## src/rtl/pcs_pkg.sv

```systemverilog
package pcs_pkg;

    localparam int ADDR_W   = 14;
    localparam int DEPTH    = 8;
    localparam int PTR_W    = $clog2(DEPTH);
    localparam int TGT_W    = 16;
    localparam int CALL_LEN = 3;

    typedef logic [ADDR_W-1:0] addr_t;
    typedef logic [PTR_W-1:0]  ptr_t;

    typedef enum logic [2:0] {
        OP_IDLE = 3'd0,
        OP_INC  = 3'd1,
        OP_JUMP = 3'd2,
        OP_RET  = 3'd3,
        OP_CALL = 3'd4
    } op_e;

    typedef struct packed {
        op_e   op;
        addr_t tgt;
    } req_t;

    function automatic addr_t addr_add(addr_t a, int unsigned b);
        addr_t bb;
        bb = addr_t'(b);
        return a + bb;
    endfunction

    function automatic ptr_t ptr_fwd(ptr_t p);
        return p + ptr_t'(1);
    endfunction

    function automatic ptr_t ptr_back(ptr_t p);
        return p - ptr_t'(1);
    endfunction

endpackage

```

## src/rtl/pcs_cmd_decode.sv

```systemverilog
module pcs_cmd_decode
    import pcs_pkg::*;
#(
    parameter int TW = TGT_W
) (
    input  logic          inc_i,
    input  logic          jump_i,
    input  logic          call_i,
    input  logic          ret_i,
    input  logic [TW-1:0] tgt_i,
    output req_t          req_o
);
    localparam int DROP_W = TW - ADDR_W;

    logic [DROP_W-1:0] unused_hi;

    always_comb begin
        req_o.tgt = tgt_i[ADDR_W-1:0];
        unused_hi = tgt_i[TW-1:ADDR_W];
        if (call_i)      req_o.op = OP_CALL;
        else if (ret_i)  req_o.op = OP_RET;
        else if (jump_i) req_o.op = OP_JUMP;
        else if (inc_i)  req_o.op = OP_INC;
        else             req_o.op = OP_IDLE;
    end

    logic unused_ok;
    assign unused_ok = ^unused_hi;

endmodule

```

## src/rtl/pcs_ptr_ctrl.sv

```systemverilog
module pcs_ptr_ctrl
    import pcs_pkg::*;
(
    input  logic clk,
    input  logic rst,
    input  op_e  op_i,
    output ptr_t ptr_o,
    output ptr_t ptr_nxt_o,
    output logic wrap_o
);
    localparam ptr_t FULL = ptr_t'(DEPTH - 1);

    ptr_t ptr_q, depth_q, depth_d;
    logic wrap_q, wrap_d;

    always_comb begin
        ptr_nxt_o = ptr_q;
        depth_d   = depth_q;
        wrap_d    = 1'b0;
        unique case (op_i)
            OP_CALL: begin
                ptr_nxt_o = ptr_fwd(ptr_q);
                if (depth_q == FULL) wrap_d = 1'b1;
                else                 depth_d = depth_q + ptr_t'(1);
            end
            OP_RET: begin
                ptr_nxt_o = ptr_back(ptr_q);
                if (depth_q != '0) depth_d = depth_q - ptr_t'(1);
            end
            default: ;
        endcase
    end

    always_ff @(posedge clk) begin
        if (rst) begin
            ptr_q   <= '0;
            depth_q <= '0;
            wrap_q  <= 1'b0;
        end else begin
            ptr_q   <= ptr_nxt_o;
            depth_q <= depth_d;
            wrap_q  <= wrap_d;
        end
    end

    assign ptr_o  = ptr_q;
    assign wrap_o = wrap_q;

    AST_PTR_FWD_ON_CALL: assert property (@(posedge clk) disable iff (rst)
        (op_i == OP_CALL) |=> (ptr_q == $past(ptr_q) + ptr_t'(1)));
    AST_PTR_BACK_ON_RET: assert property (@(posedge clk) disable iff (rst)
        (op_i == OP_RET) |=> (ptr_q == $past(ptr_q) - ptr_t'(1)));
    AST_PTR_STILL_ON_JUMP: assert property (@(posedge clk) disable iff (rst)
        (op_i == OP_JUMP || op_i == OP_INC || op_i == OP_IDLE) |=> $stable(ptr_q));
    AST_WRAP_ONLY_AFTER_CALL: assert property (@(posedge clk) disable iff (rst)
        (op_i != OP_CALL) |=> !wrap_q);

endmodule

```

## src/rtl/pcs_entry_file.sv

```systemverilog
module pcs_entry_file
    import pcs_pkg::*;
#(
    parameter int N = DEPTH
) (
    input  logic  clk,
    input  logic  rst,
    input  logic  we_i,
    input  ptr_t  waddr_i,
    input  addr_t wdata_i,
    input  ptr_t  cur_i,
    output addr_t cur_o,
    output addr_t prev_o
);
    addr_t ent [N];

    for (genvar g = 0; g < N; g++) begin : g_ent
        if (g == 0) begin : g_rst
            always_ff @(posedge clk) begin
                if (rst)                                 ent[g] <= '0;
                else if (we_i && waddr_i == ptr_t'(g))   ent[g] <= wdata_i;
            end
        end else begin : g_plain
            always_ff @(posedge clk) begin
                if (we_i && waddr_i == ptr_t'(g)) ent[g] <= wdata_i;
            end
        end
    end

    assign cur_o  = ent[cur_i];
    assign prev_o = ent[ptr_back(cur_i)];

endmodule

```

## src/rtl/pcs_top.sv

```systemverilog
module pcs_top
    import pcs_pkg::*;
(
    input  logic              clk,
    input  logic              rst,
    input  logic              inc_i,
    input  logic              jump_i,
    input  logic              call_i,
    input  logic              ret_i,
    input  logic [TGT_W-1:0]  tgt_i,
    output logic [ADDR_W-1:0] pc_o,
    output logic              wrap_o
);
    req_t  req;
    ptr_t  ptr, ptr_nxt;
    addr_t cur, prev, wdata;
    logic  we;

    pcs_cmd_decode #(.TW(TGT_W)) u_dec (
        .inc_i (inc_i),
        .jump_i(jump_i),
        .call_i(call_i),
        .ret_i (ret_i),
        .tgt_i (tgt_i),
        .req_o (req)
    );

    pcs_ptr_ctrl u_ptr (
        .clk      (clk),
        .rst      (rst),
        .op_i     (req.op),
        .ptr_o    (ptr),
        .ptr_nxt_o(ptr_nxt),
        .wrap_o   (wrap_o)
    );

    always_comb begin
        we    = 1'b1;
        wdata = cur;
        unique case (req.op)
            OP_CALL: wdata = req.tgt;
            OP_JUMP: wdata = req.tgt;
            OP_RET:  wdata = addr_add(prev, CALL_LEN);
            OP_INC:  wdata = addr_add(cur, 1);
            default: we = 1'b0;
        endcase
    end

    pcs_entry_file #(.N(DEPTH)) u_file (
        .clk    (clk),
        .rst    (rst),
        .we_i   (we),
        .waddr_i(ptr_nxt),
        .wdata_i(wdata),
        .cur_i  (ptr),
        .cur_o  (cur),
        .prev_o (prev)
    );

    assign pc_o = cur;

    AST_INC_ADDS_ONE: assert property (@(posedge clk) disable iff (rst)
        (inc_i && !jump_i && !call_i && !ret_i) |=> (pc_o == $past(pc_o) + 14'd1));
    AST_JUMP_LOADS: assert property (@(posedge clk) disable iff (rst)
        (jump_i && !call_i && !ret_i) |=> (pc_o == $past(tgt_i[13:0])));
    AST_CALL_LOADS: assert property (@(posedge clk) disable iff (rst)
        call_i |=> (pc_o == $past(tgt_i[13:0])));
    AST_IDLE_HOLDS: assert property (@(posedge clk) disable iff (rst)
        (!inc_i && !jump_i && !call_i && !ret_i) |=> $stable(pc_o));

endmodule

```

## config.mk

```make
export PLATFORM = sky130hd
export DESIGN_NAME = pcs_top
export DESIGN_NICKNAME = d
export VERILOG_FILES = /design/src/rtl/pcs_pkg.sv /design/src/rtl/pcs_cmd_decode.sv /design/src/rtl/pcs_ptr_ctrl.sv /design/src/rtl/pcs_entry_file.sv /design/src/rtl/pcs_top.sv
export SDC_FILE = /design/constraint.sdc
export NUM_CORES = 1
export LEC_CHECK = 0
export CORE_UTILIZATION = 35
export DETAILED_ROUTE_END_ITERATION = 10
export GPL_ROUTABILITY_DRIVEN = 0
export PLACE_DENSITY = 0.51
export SLEW_MARGIN = 25
export SYNTH_ARGS = -nofsm -noshare
export SYNTH_HDL_FRONTEND = slang
export SYNTH_SLANG_ARGS = --single-unit
```

## constraint.sdc

```tcl
create_clock -name clk -period 8.7 [get_ports clk]
set_input_delay 1.74 -clock clk [delete_from_list [all_inputs] [get_ports clk]]
set_output_delay 1.74 -clock clk [all_outputs]
set_load 0.03 [all_outputs]
```

Word-level counts from Yosys, hierarchy flattened
Memories as Yosys holds them, arrays and structs flattened. A register that Yosys moved wholly into a read port is not among the register bits.
Index checks and enable logic that the tools add are counted.
- bits in registers: 7
- output and inout bits: 15
- bits of input ports: 22
- bits in writable memories: 112
- memories: 1
- word-level logic and storage cells: 97
- bitwise logic cells: 2
- reductions and logical operators: 21
- muxes and demuxes: 50
- equality and inequality tests: 14
- $add $sub $neg: 6
- memory list (name ; words ; width ; rd ports ; clocked after Yosys merged registers in ; write ports ; RTL line ; source):
    u_file.ent ; 8 ; 14 ; 2 ; 1 ; 2 ; pcs_entry_file.sv:15 ; addr_t ent [N];
- operator list (kind ; count):
    $mux 14 ; 7
    $reduce_or 14->1 ; 6
    $pmux 14 s3 ; 1
    $mux 3 ; 12
    $mux 1 ; 28
    $eq 3x3->1 const B ; 6
    $add 14x1->14 const B ; 1
    $add 14x2->14 const B ; 1
    $eq 3x2->1 const B ; 4
    $pmux 3 s2 ; 2
    $logic_and 1x1->1 ; 8
    $add 3x1->3 const B ; 2
    $eq 3x1->1 const B ; 2
    $sub 3x1->3 const B ; 2
    $reduce_or 2->1 ; 2
    $reduce_or 4->1 ; 1
    $logic_not 3->1 ; 1
    $reduce_and 3->1 ; 1
    $reduce_bool 3->1 ; 1
    $ne 2x1->1 const B ; 1
    $ne 2x2->1 const B ; 1
    $reduce_bool 2->1 ; 1
    $not 1->1 ; 1
    $or 1x1->1 ; 1

Logic depth before layout (Yosys ltp)
Gate-level depths: netlist (run 1).
- depth in word-level cells: 17
- mapped depth: 16

Hierarchy
From an unflattened synthesis (run 1), not the netlist that was laid out.
- cells, all modules: 611
- area total of the unflattened synthesis: 7170.6 um^2
- by module, submodules not included (module ; cells an instance ; area each (um^2) ; instances ; seq. area each (um^2)):
    pcs_entry_file ; 370 ; 5490.3 ; 1 ; 3363.2
    pcs_top ; 177 ; 1138.6 ; 1 ; 0.0
    pcs_ptr_ctrl ; 44 ; 402.9 ; 1 ; 140.1
    pcs_cmd_decode ; 20 ; 138.9 ; 1 ; 0.0

Worst setup path after synthesis (run 1)
No wires, ideal clock.
- path kind: input to register
- start point: input port call_i
- end point: memory u_file.ent[4][0] in the netlist's numbering (enable)
- required time: 8297 ps
- arrival: 3646 ps
- stages on the path: 5
- path slack: 4651 ps
- library setup time: 403 ps
- cells stage by stage: clkbuf_1 -> a22oi_1 -> xor2_1 -> or2_2 -> nor3_1
- RTL lines (item ; RTL line ; source):
    start: declaration ; pcs_top.sv:8 ; input logic call_i,
    end: declaration ; pcs_entry_file.sv:15 ;

==> impl_metrics.toml, run 1 <==
[status]
status = "complete, no violations"

[placed_design]
dp_hpwl_um = 12800
port-buffer-count = 34

[clock_tree]
clk_latency_ps = 420
cts_buffers = 17
htreeDepth = 4
ctsRootBufferMaster = "clkbuf_16"
cts_tree = "yes"
cts_resized = 0
clk_pin_slew_ps = 60
clock_path_buffers = 2
postCtsSetupRepairBufs = 0
holdBufCountCts = 0
cts.sinks = 119

[routing]
routed_wl_um = 19200
avgRoutedWirePerCell_um = 24.3
drt_iter0_drc = 369
postRouteAntennaNets = 0
drc_errors = 0
routed_via_density = 5.80
dr.pass1.iters = 5
vias = 4567

[floorplanning]
ios = 37
die-area_um2 = 20100
chipWidth_um = 142
num_rows = 50
die_y_um = 142
start_util_pct = 36.1
coreArea_um2 = 18900

[timing]
rsz0062_at_grt = "false"
fin_setup_tns_ps = 0
period_share_pct = 60.0
whs_ps = 541
fin_skew_ps = 18.2
relSlewSlack_pct = 33.9
min_period_ps = 5220
finalHoldViolations = 0
setup_viol = 0
fmax_mhz = 192
worst_slew_pin_slew_ps = 988
final_max_slew_viol_count = 0

[power_and_ir_drop]
ir_drop_uv = 131
p_per_area_nw_per_um2 = 261
p_leak_nw = 2.76

[finish]
drive_above_1_share_pct = 21.2
multi_input_area_um2 = 3110
area_growth_pct = 18.1
layout_common_cells = "edfxtp_1, nor2_1, mux4_2, clkdlybuf4s50_1, mux2i_1"
fill_cells = 1718
seqCellArea_um2 = 3510
diodes = 0
final_common_cell = "edfxtp_1"
nNetsFinal = 542

[worst_setup_path]
startpoint_type = "register"
crit_chain = "buf_4 > mux4_1 > mux2i_1 > inv_1 > clkdlybuf4s50_1"
cp_max_fo = 32
cp_num_buf_inv = 3
crit_type = "register to output pin"
crit_path_end_kind = "output pin"
crit_slowest_cell = "clkdlybuf4s50_1"
cp_top_family = "buffers and inverters"
slowest_delay_ps = 640
required_ps = 6960
cp_data_arrival_time_ps = 3480

[min_path]
worstHoldPathType = "register to register"

[synth]
netlist_area_um2 = 6830
ys_seq_elements = 119
syn_inst = 473
synth_top_area_share_pct = 49.3
syn_nets = 500
synth-seq-area-share_pct = 51.3
ys_warn_count = 0
synth_ff_type = "edfxtp_1"
synth_area_leaders = "edfxtp_1, mux4_2, mux4_1"
ys_async_sr_fraction_pct = 0
synth_top_area_cell = "edfxtp_1"
synth-edff-count = 112
postSynthAreaPerCell_um2 = 14.4
yosysUniqueCellTypes = 62

[run]
drv_cap = 0

[global_routing]
grt_max_degree = 44
grt.total_usage_pct = 20.3
grt_pass1_vias = 4606
grt_pass1_wl_um = 28800
antenna_found_initial = 0
gr-total-overflow = 0
==> worst register-to-register path, delay by kind of cell (launching register included) <==
kind | cells | cell delay (ps)
buffers and inverters | 2 | 620
AO/OA/AOI/OAI | 1 | 350
XOR/XNOR | 2 | 900
adder cells (fa/ha/maj) | 2 | 530
AND/OR/NAND/NOR | 3 | 1000
multiplexers | 2 | 450
flip-flops | 1 | 300
==> Yosys cell counts (6+ instances only) <==
| cell type | n |
|---|---|
| nand3_1 | 12 |
| inv_1 | 17 |
| edfxtp_1 | 112 |
| mux4_1 | 18 |
| buf_4 | 6 |
| o21ai_0 | 9 |
| mux2i_1 | 28 |
| a21oi_1 | 24 |
| nand2_1 | 26 |
| dfxtp_1 | 7 |
| nor2_1 | 43 |
| clkbuf_1 | 7 |
| and2_1 | 9 |
| a221oi_1 | 8 |
| xnor2_1 | 6 |
| xor2_1 | 7 |
| mux4_2 | 37 |
| nor3_1 | 13 |
| mux2_2 | 7 |
==> kinds of logic (layout without fill, tap and decap cells) <==
family	count (synthesis)	count (layout)	synth area share, %
buffers and inverters	44	99	3.76
xor gates and xnor gates	14	14	1.91
adders and majority gates	5	5	1.03
DFF	119	119	51.3
muxes	90	90	24.4
and+or+nand+nor	129	129	9.83
AOI/OAI and AO/OA	72	72	7.75
==> flip-flops by register name, summed over array words and instances, names as in the netlist <==
name           count
u_file.ent       112
u_ptr.depth_q      3
u_ptr.ptr_o        3
u_ptr.wrap_o       1
==> metal layers <==
metal	vias to the layer above	wire length, µm	global-route usage [%]
li1	1996	-	-
met1	2362	8000	25.7
met2	183	9750	35.0
met3	26	1030	3.51
met4	0	388	7.36
met5	-	0	0
==> report_power, final <==
group          total [mW]  switching (mW)  internal [mW]
Clock               0.731           0.255          0.475
Combinational       0.614           0.369          0.245
Sequential          0.762          0.0357          0.727
==> path summary, 6_finish.rpt <==
path | start | to | slack (ps) | depth (start not counted)
max | u_ptr.ptr_o[0] | pc_o[8] | 3480 | 5
min | u_ptr.depth_q[2] | u_ptr.wrap_o | 540 | 2
max reg2reg | u_ptr.ptr_o[1] | u_file.ent[1][10] | 4280 | 12
min reg2reg | u_ptr.depth_q[2] | u_ptr.wrap_o | 540 | 2
==> per-stage QoR <==
| stage | power (mW) | std cells | instance area [µm²] | utilization [%] | setup slack (ps) |
|---|---|---|---|---|---|
| after floorplan | 1.20 | 473 | 6830 | - | 4650 |
| after global placement | 1.38 | 756 | 7430 | 39.3 | 3390 |
| after detailed placement | 1.39 | 756 | 7450 | 39.4 | 3540 |
| after CTS | 2.12 | 788 | 8060 | 42.7 | 3400 |
| after global routing | 2.20 | 788 | 8060 | 42.7 | 3260 |
| final | 2.11 | 788 | 8060 | 42.7 | 3480 |
==> final cells by class <==
type,count,area share (%)
Clock buffer,18,5.32
Inverter,20,0.931
Tap cell,260,4.03
Clock inverter,14,2.27
Multi-Input combinational cell,310,38.5
Sequential cell,119,43.5
Timing Repair Buffer,47,5.43
Note: power is estimated with default switching activity, not from simulation.
==> inputs of run 2 (changes only) <==
==> constraint.sdc (replaced) <==
create_clock -name clk -period 4.85 [get_ports clk]
set_input_delay 0.97 -clock clk [delete_from_list [all_inputs] [get_ports clk]]
set_output_delay 0.97 -clock clk [all_outputs]
set_load 0.03 [all_outputs]
==> run 2 against run 1 <==
- sequential share of layout area grew 0.16 points
- sequential power is 78% higher
- setup slack worse by 3000 ps
- critical path depth unchanged
- critical endpoint is now pc_o[9]
- largest power group unchanged
==> impl_metrics.toml, run 2 (synthesis results as in run 1) <==
[worst_setup_path]
cp_num_buf_inv = 3
crit_path_end_kind = "output pin"
r2r-start = "u_ptr.ptr_o[1]"
slowest_delay_ps = 670
crit_slowest_cell = "mux4_1"
cp_data_arrival_time_ps = 3400
cp_top_family = "buffers and inverters"
ff2ff_setup_slack_ps = 680
crit_chain = "buf_4 > mux4_1 > mux2i_1 > inv_1 > clkdlybuf4s50_1"
crit_type = "register to output pin"
startpoint_type = "register"
r2r_cells = 10
required_ps = 3880
cp_max_fo = 53
reg2reg_to = "u_file.ent[7][5]"

[routing]
drt_iter0_drc = 502
routed_wl_um = 18800
routed_via_density = 5.71
dr.pass1.iters = 8
vias = 4537
postRouteAntennaNets = 0
drc_errors = 0
avgRoutedWirePerCell_um = 23.7

[min_path]
worstHoldPathType = "register to register"
hold_depth = 2
holdPathEnd = "u_ptr.wrap_o"
hold_path_startpoint = "u_ptr.depth_q[2]"

[clock_tree]
cts_resized = 0
holdBufCountCts = 0
ctsRootBufferMaster = "clkbuf_16"
clk_latency_ps = 410
postCtsSetupRepairBufs = 0
htreeDepth = 4
cts.sinks = 119
cts_buffers = 17
clock_path_buffers = 2
clk_pin_slew_ps = 50
cts_tree = "yes"

[floorplanning]
ios = 37
num_rows = 50
coreArea_um2 = 18900
die_y_um = 142
start_util_pct = 36.1
chipWidth_um = 142
die-area_um2 = 20100

[finish]
top_register = "u_file.ent"
final_cell_area_um2 = 8030
final_common_cell = "edfxtp_1"
largest_reg_flops = 112
drive_above_1_share_pct = 21.2
area_growth_pct = 17.7
fill_cells = 1740
nNetsFinal = 548
layout_common_cells = "edfxtp_1, nor2_1, mux4_2, clkdlybuf4s50_1, mux2i_1"
final_cell_count_no_fill = 794
diodes = 0

[global_routing]
grt_pass1_vias = 4696
grt_max_degree = 54
grt.total_usage_pct = 19.8
grt_pass1_wl_um = 28300
gr-total-overflow = 0
antenna_found_initial = 0

[placed_design]
port-buffer-count = 34
dp_cells = 762
place_area_um2 = 7460
dp_hpwl_um = 12700

[timing]
fin_setup_tns_ps = 0
final_max_slew_viol_count = 0
relSlewSlack_pct = 37.9
finalHoldViolations = 0
rsz0062_at_grt = "false"
setup_viol = 0
fin_skew_ps = 9.30
worst_slew_pin_slew_ps = 932
fmax_mhz = 229
min_period_ps = 4370
period_share_pct = 90.1

[power_and_ir_drop]
p_leak_nw = 2.77
power_mw = 3.70
p_per_area_nw_per_um2 = 461
ir_drop_uv = 181

[run]
drv_cap = 0

[status]
status = "complete, no violations"
## run 2: layer usage
| layer | up-vias | wire [µm] | GRT usage [%] | share of wire (%) |
|---|---|---|---|---|
| met4 | 0 | 432 | 8.55 | 2.3 |
| met1 | 2318 | 8000 | 25.2 | 43 |
| met3 | 30 | 1010 | 3.88 | 5.4 |
| met2 | 175 | 9350 | 32.9 | 50 |
| met5 | - | 0 | 0 | 0 |
| li1 | 2014 | - | - | - |
## run 2: area by class of cell
class / instances / area (µm²) / share of cell area [%]
well taps: 260 / 325 / 4.05
repair buffers: 53 / 483 / 6.01
clock inverters: 12 / 134 / 1.67
multi-input cells: 310 / 3070 / 38.2
flip-flops and latches: 119 / 3510 / 43.7
inverters: 20 / 75.1 / 0.934
clock buffers: 20 / 437 / 5.44
## run 2: tightest hold or removal path, stage by stage, from the launching register on
cell and delay [ps]:
dfxtp_1 360, nand4_1 120, nor2_1 40
## run 2: stage by stage
step                utilization [%]  hold WS, ps  setup slack [ps]
floorplan                         -          495              1290
detailed placement             39.5          548               698
global route                   42.5          579               270
global placement               39.5          526               804
CTS                            42.5          562               397
finish                         42.5          568               480
## run 2: worst max path at each step
stage / from / to / cells after the start
after floorplan: u_ptr.ptr_o[1] / u_file.ent[1][10] / 15
after global placement: u_ptr.ptr_o[1] / u_file.ent[1][5] / 10
after detailed placement: u_ptr.ptr_o[1] / u_file.ent[6][5] / 10
after CTS: u_ptr.ptr_o[0] / pc_o[9] / 5
after global routing: u_ptr.ptr_o[0] / pc_o[9] / 5
final: u_ptr.ptr_o[0] / pc_o[9] / 5
## run 2: power breakdown
part           internal (mW)  leakage (nW)  switching [mW]
logic                  0.445          1.38           0.667
registers               1.30          1.11          0.0572
clock network          0.796         0.280           0.432
==> inputs of run 3 (changes only) <==
--- a/config.mk
+++ b/config.mk
@@ -6,6 +6,7 @@
 export NUM_CORES = 1
 export LEC_CHECK = 0
 export CORE_UTILIZATION = 35
+export CTS_CLUSTER_SIZE = 14
 export DETAILED_ROUTE_END_ITERATION = 10
 export GPL_ROUTABILITY_DRIVEN = 0
 export PLACE_DENSITY = 0.51
==> constraint.sdc (replaced) <==
create_clock -name clk -period 4.85 [get_ports clk]
set_input_delay 0.485 -clock clk [delete_from_list [all_inputs] [get_ports clk]]
set_output_delay 0.485 -clock clk [all_outputs]
set_load 0.03 [all_outputs]
==> run 3 against run 2 <==
- combinational power about the same
- clock skew down 2.2 ps
- sequential power is essentially flat
- routed wire length increased by 0.84%
- hold slack improved by 14 ps
- cell count grew 0.25%
- utilization up 0.11 points
- critical path depth increased by 4
- largest cell class unchanged
- sequential cell count is the same
- critical endpoint is now u_file.ent[6][5]
- largest power group unchanged
==> impl_metrics.toml, run 3 (synthesis results as in run 1) <==
[status]
status = "complete, no violations"

[placed_design]
pre_cts_ws_ps = 797
dp_cells = 765
place_area_um2 = 7490
dp_hpwl_um = 12800
port-buffer-count = 34

[clock_tree]
cts_buffers = 17
holdBufCountCts = 0
clk_pin_slew_ps = 60
cts_tree = "yes"
cts_resized = 0
htreeDepth = 4
cts.sinks = 119
postCtsSetupRepairBufs = 0
clk_latency_ps = 420
clock_path_buffers = 2
ctsRootBufferMaster = "clkbuf_16"

[finish]
final_cell_area_um2 = 8050
largest_reg_flops = 112
final_common_cell = "edfxtp_1"
final_cell_count_no_fill = 796
top_register = "u_file.ent"
multi_input_area_um2 = 3070
nNetsFinal = 551
drive_above_1_share_pct = 21.5
final_core_util_pct = 42.6
fill_cells = 1736
seqCellArea_um2 = 3510
area_growth_pct = 18.0
layout_common_cells = "edfxtp_1, nor2_1, mux4_2, clkdlybuf4s50_1, mux2i_1"
diodes = 0

[timing]
rsz0062_at_grt = "false"
min_period_ps = 4070
fmax_mhz = 246
period_share_pct = 83.8
fin_skew_ps = 7.13
final_max_slew_viol_count = 0
fin_setup_tns_ps = 0
finalHoldViolations = 0
fin_ws_ps = 784
worst_slew_pin_slew_ps = 1020
relSlewSlack_pct = 31.5
whs_ps = 582
setup_viol = 0

[power_and_ir_drop]
ir_drop_uv = 204
switching_share_pct = 31.4
p_per_area_nw_per_um2 = 461
power_mw = 3.71
p_leak_nw = 2.78
p_int_mw = 2.54
p_comb_share_pct = 30.3
p_seq_share_pct = 36.6
power_frac_clock_pct = 33.1
switchingPower_mw = 1.17

[worst_setup_path]
cp_num_buf_inv = 1
cp_top_family = "simple AND/OR/NAND/NOR gates"
cp_max_fo = 34
startpoint_type = "register"
slowest_delay_ps = 940
required_ps = 4950
ff2ff_setup_slack_ps = 780
r2r-start = "u_ptr.ptr_o[1]"
startpoint = "u_ptr.ptr_o[1]"
crit_path_end_kind = "register"
crit_slowest_cell = "ha_2"
crit_type = "register to register"
cp_data_arrival_time_ps = 4170
crit_chain = "inv_2 > ha_2 > mux2i_1 > mux4_2 > nor3_2 > nand2_1 > xnor2_1 > a221oi_1 > nor3_1"

[routing]
drt_iter0_drc = 375
avgRoutedWirePerCell_um = 23.8
dr.pass1.iters = 5
drc_errors = 0
postRouteAntennaNets = 0
routed_wl_um = 18900
routed_via_density = 5.68
vias = 4522

[global_routing]
gr-total-overflow = 0
antenna_found_initial = 0
grt_pass1_wl_um = 28400
grt_max_degree = 54
grt.total_usage_pct = 20.0
grt_pass1_vias = 4629

[floorplanning]
ios = 37
chipWidth_um = 142
start_util_pct = 36.1
num_rows = 50
die_y_um = 142
die-area_um2 = 20100
coreArea_um2 = 18900

[min_path]
worstHoldPathType = "register to register"
hold_path_startpoint = "u_ptr.depth_q[2]"

[run]
drv_cap = 0
==> run 3: path summary, 6_finish.rpt <==
path	end	cells past startpoint
min	u_ptr.wrap_o	2
max	u_file.ent[6][5]	9
max reg2reg	u_file.ent[6][5]	9
min reg2reg	u_ptr.wrap_o	2
==> run 3: area by class of cell <==
type	count	area share, %
clock inverters	12	1.68
repair buffers	56	6.28
multi-input cells	310	38.2
inverters	20	0.932
flip-flops and latches	119	43.5
well taps	260	4.04
clock buffers	19	5.38
==> run 3: power groups by stage <==
stage / combinational, mW / clock [mW] / sequential (mW)
after floorplan: 0.792 / 0 / 1.35
after global placement: 1.11 / 0 / 1.37
after detailed placement: 1.12 / 0 / 1.38
after CTS: 1.13 / 1.24 / 1.36
after global routing: 1.21 / 1.28 / 1.37
final: 1.12 / 1.23 / 1.36
==> run 3: worst min-delay path, delay by kind of cell, from the launching register on <==
family / cells / cell delay, ps
simple gates: 2 / 170
flops: 1 / 370
==> run 3: layer usage <==
layer	up-vias	routed length, µm	global-route usage (%)	part of all wire (%)
li1	2016	-	-	-
met1	2347	8330	25.7	44
met2	128	9460	33.8	50
met3	31	769	3.61	4.1
met4	0	386	7.58	2.0
met5	-	0	0	0
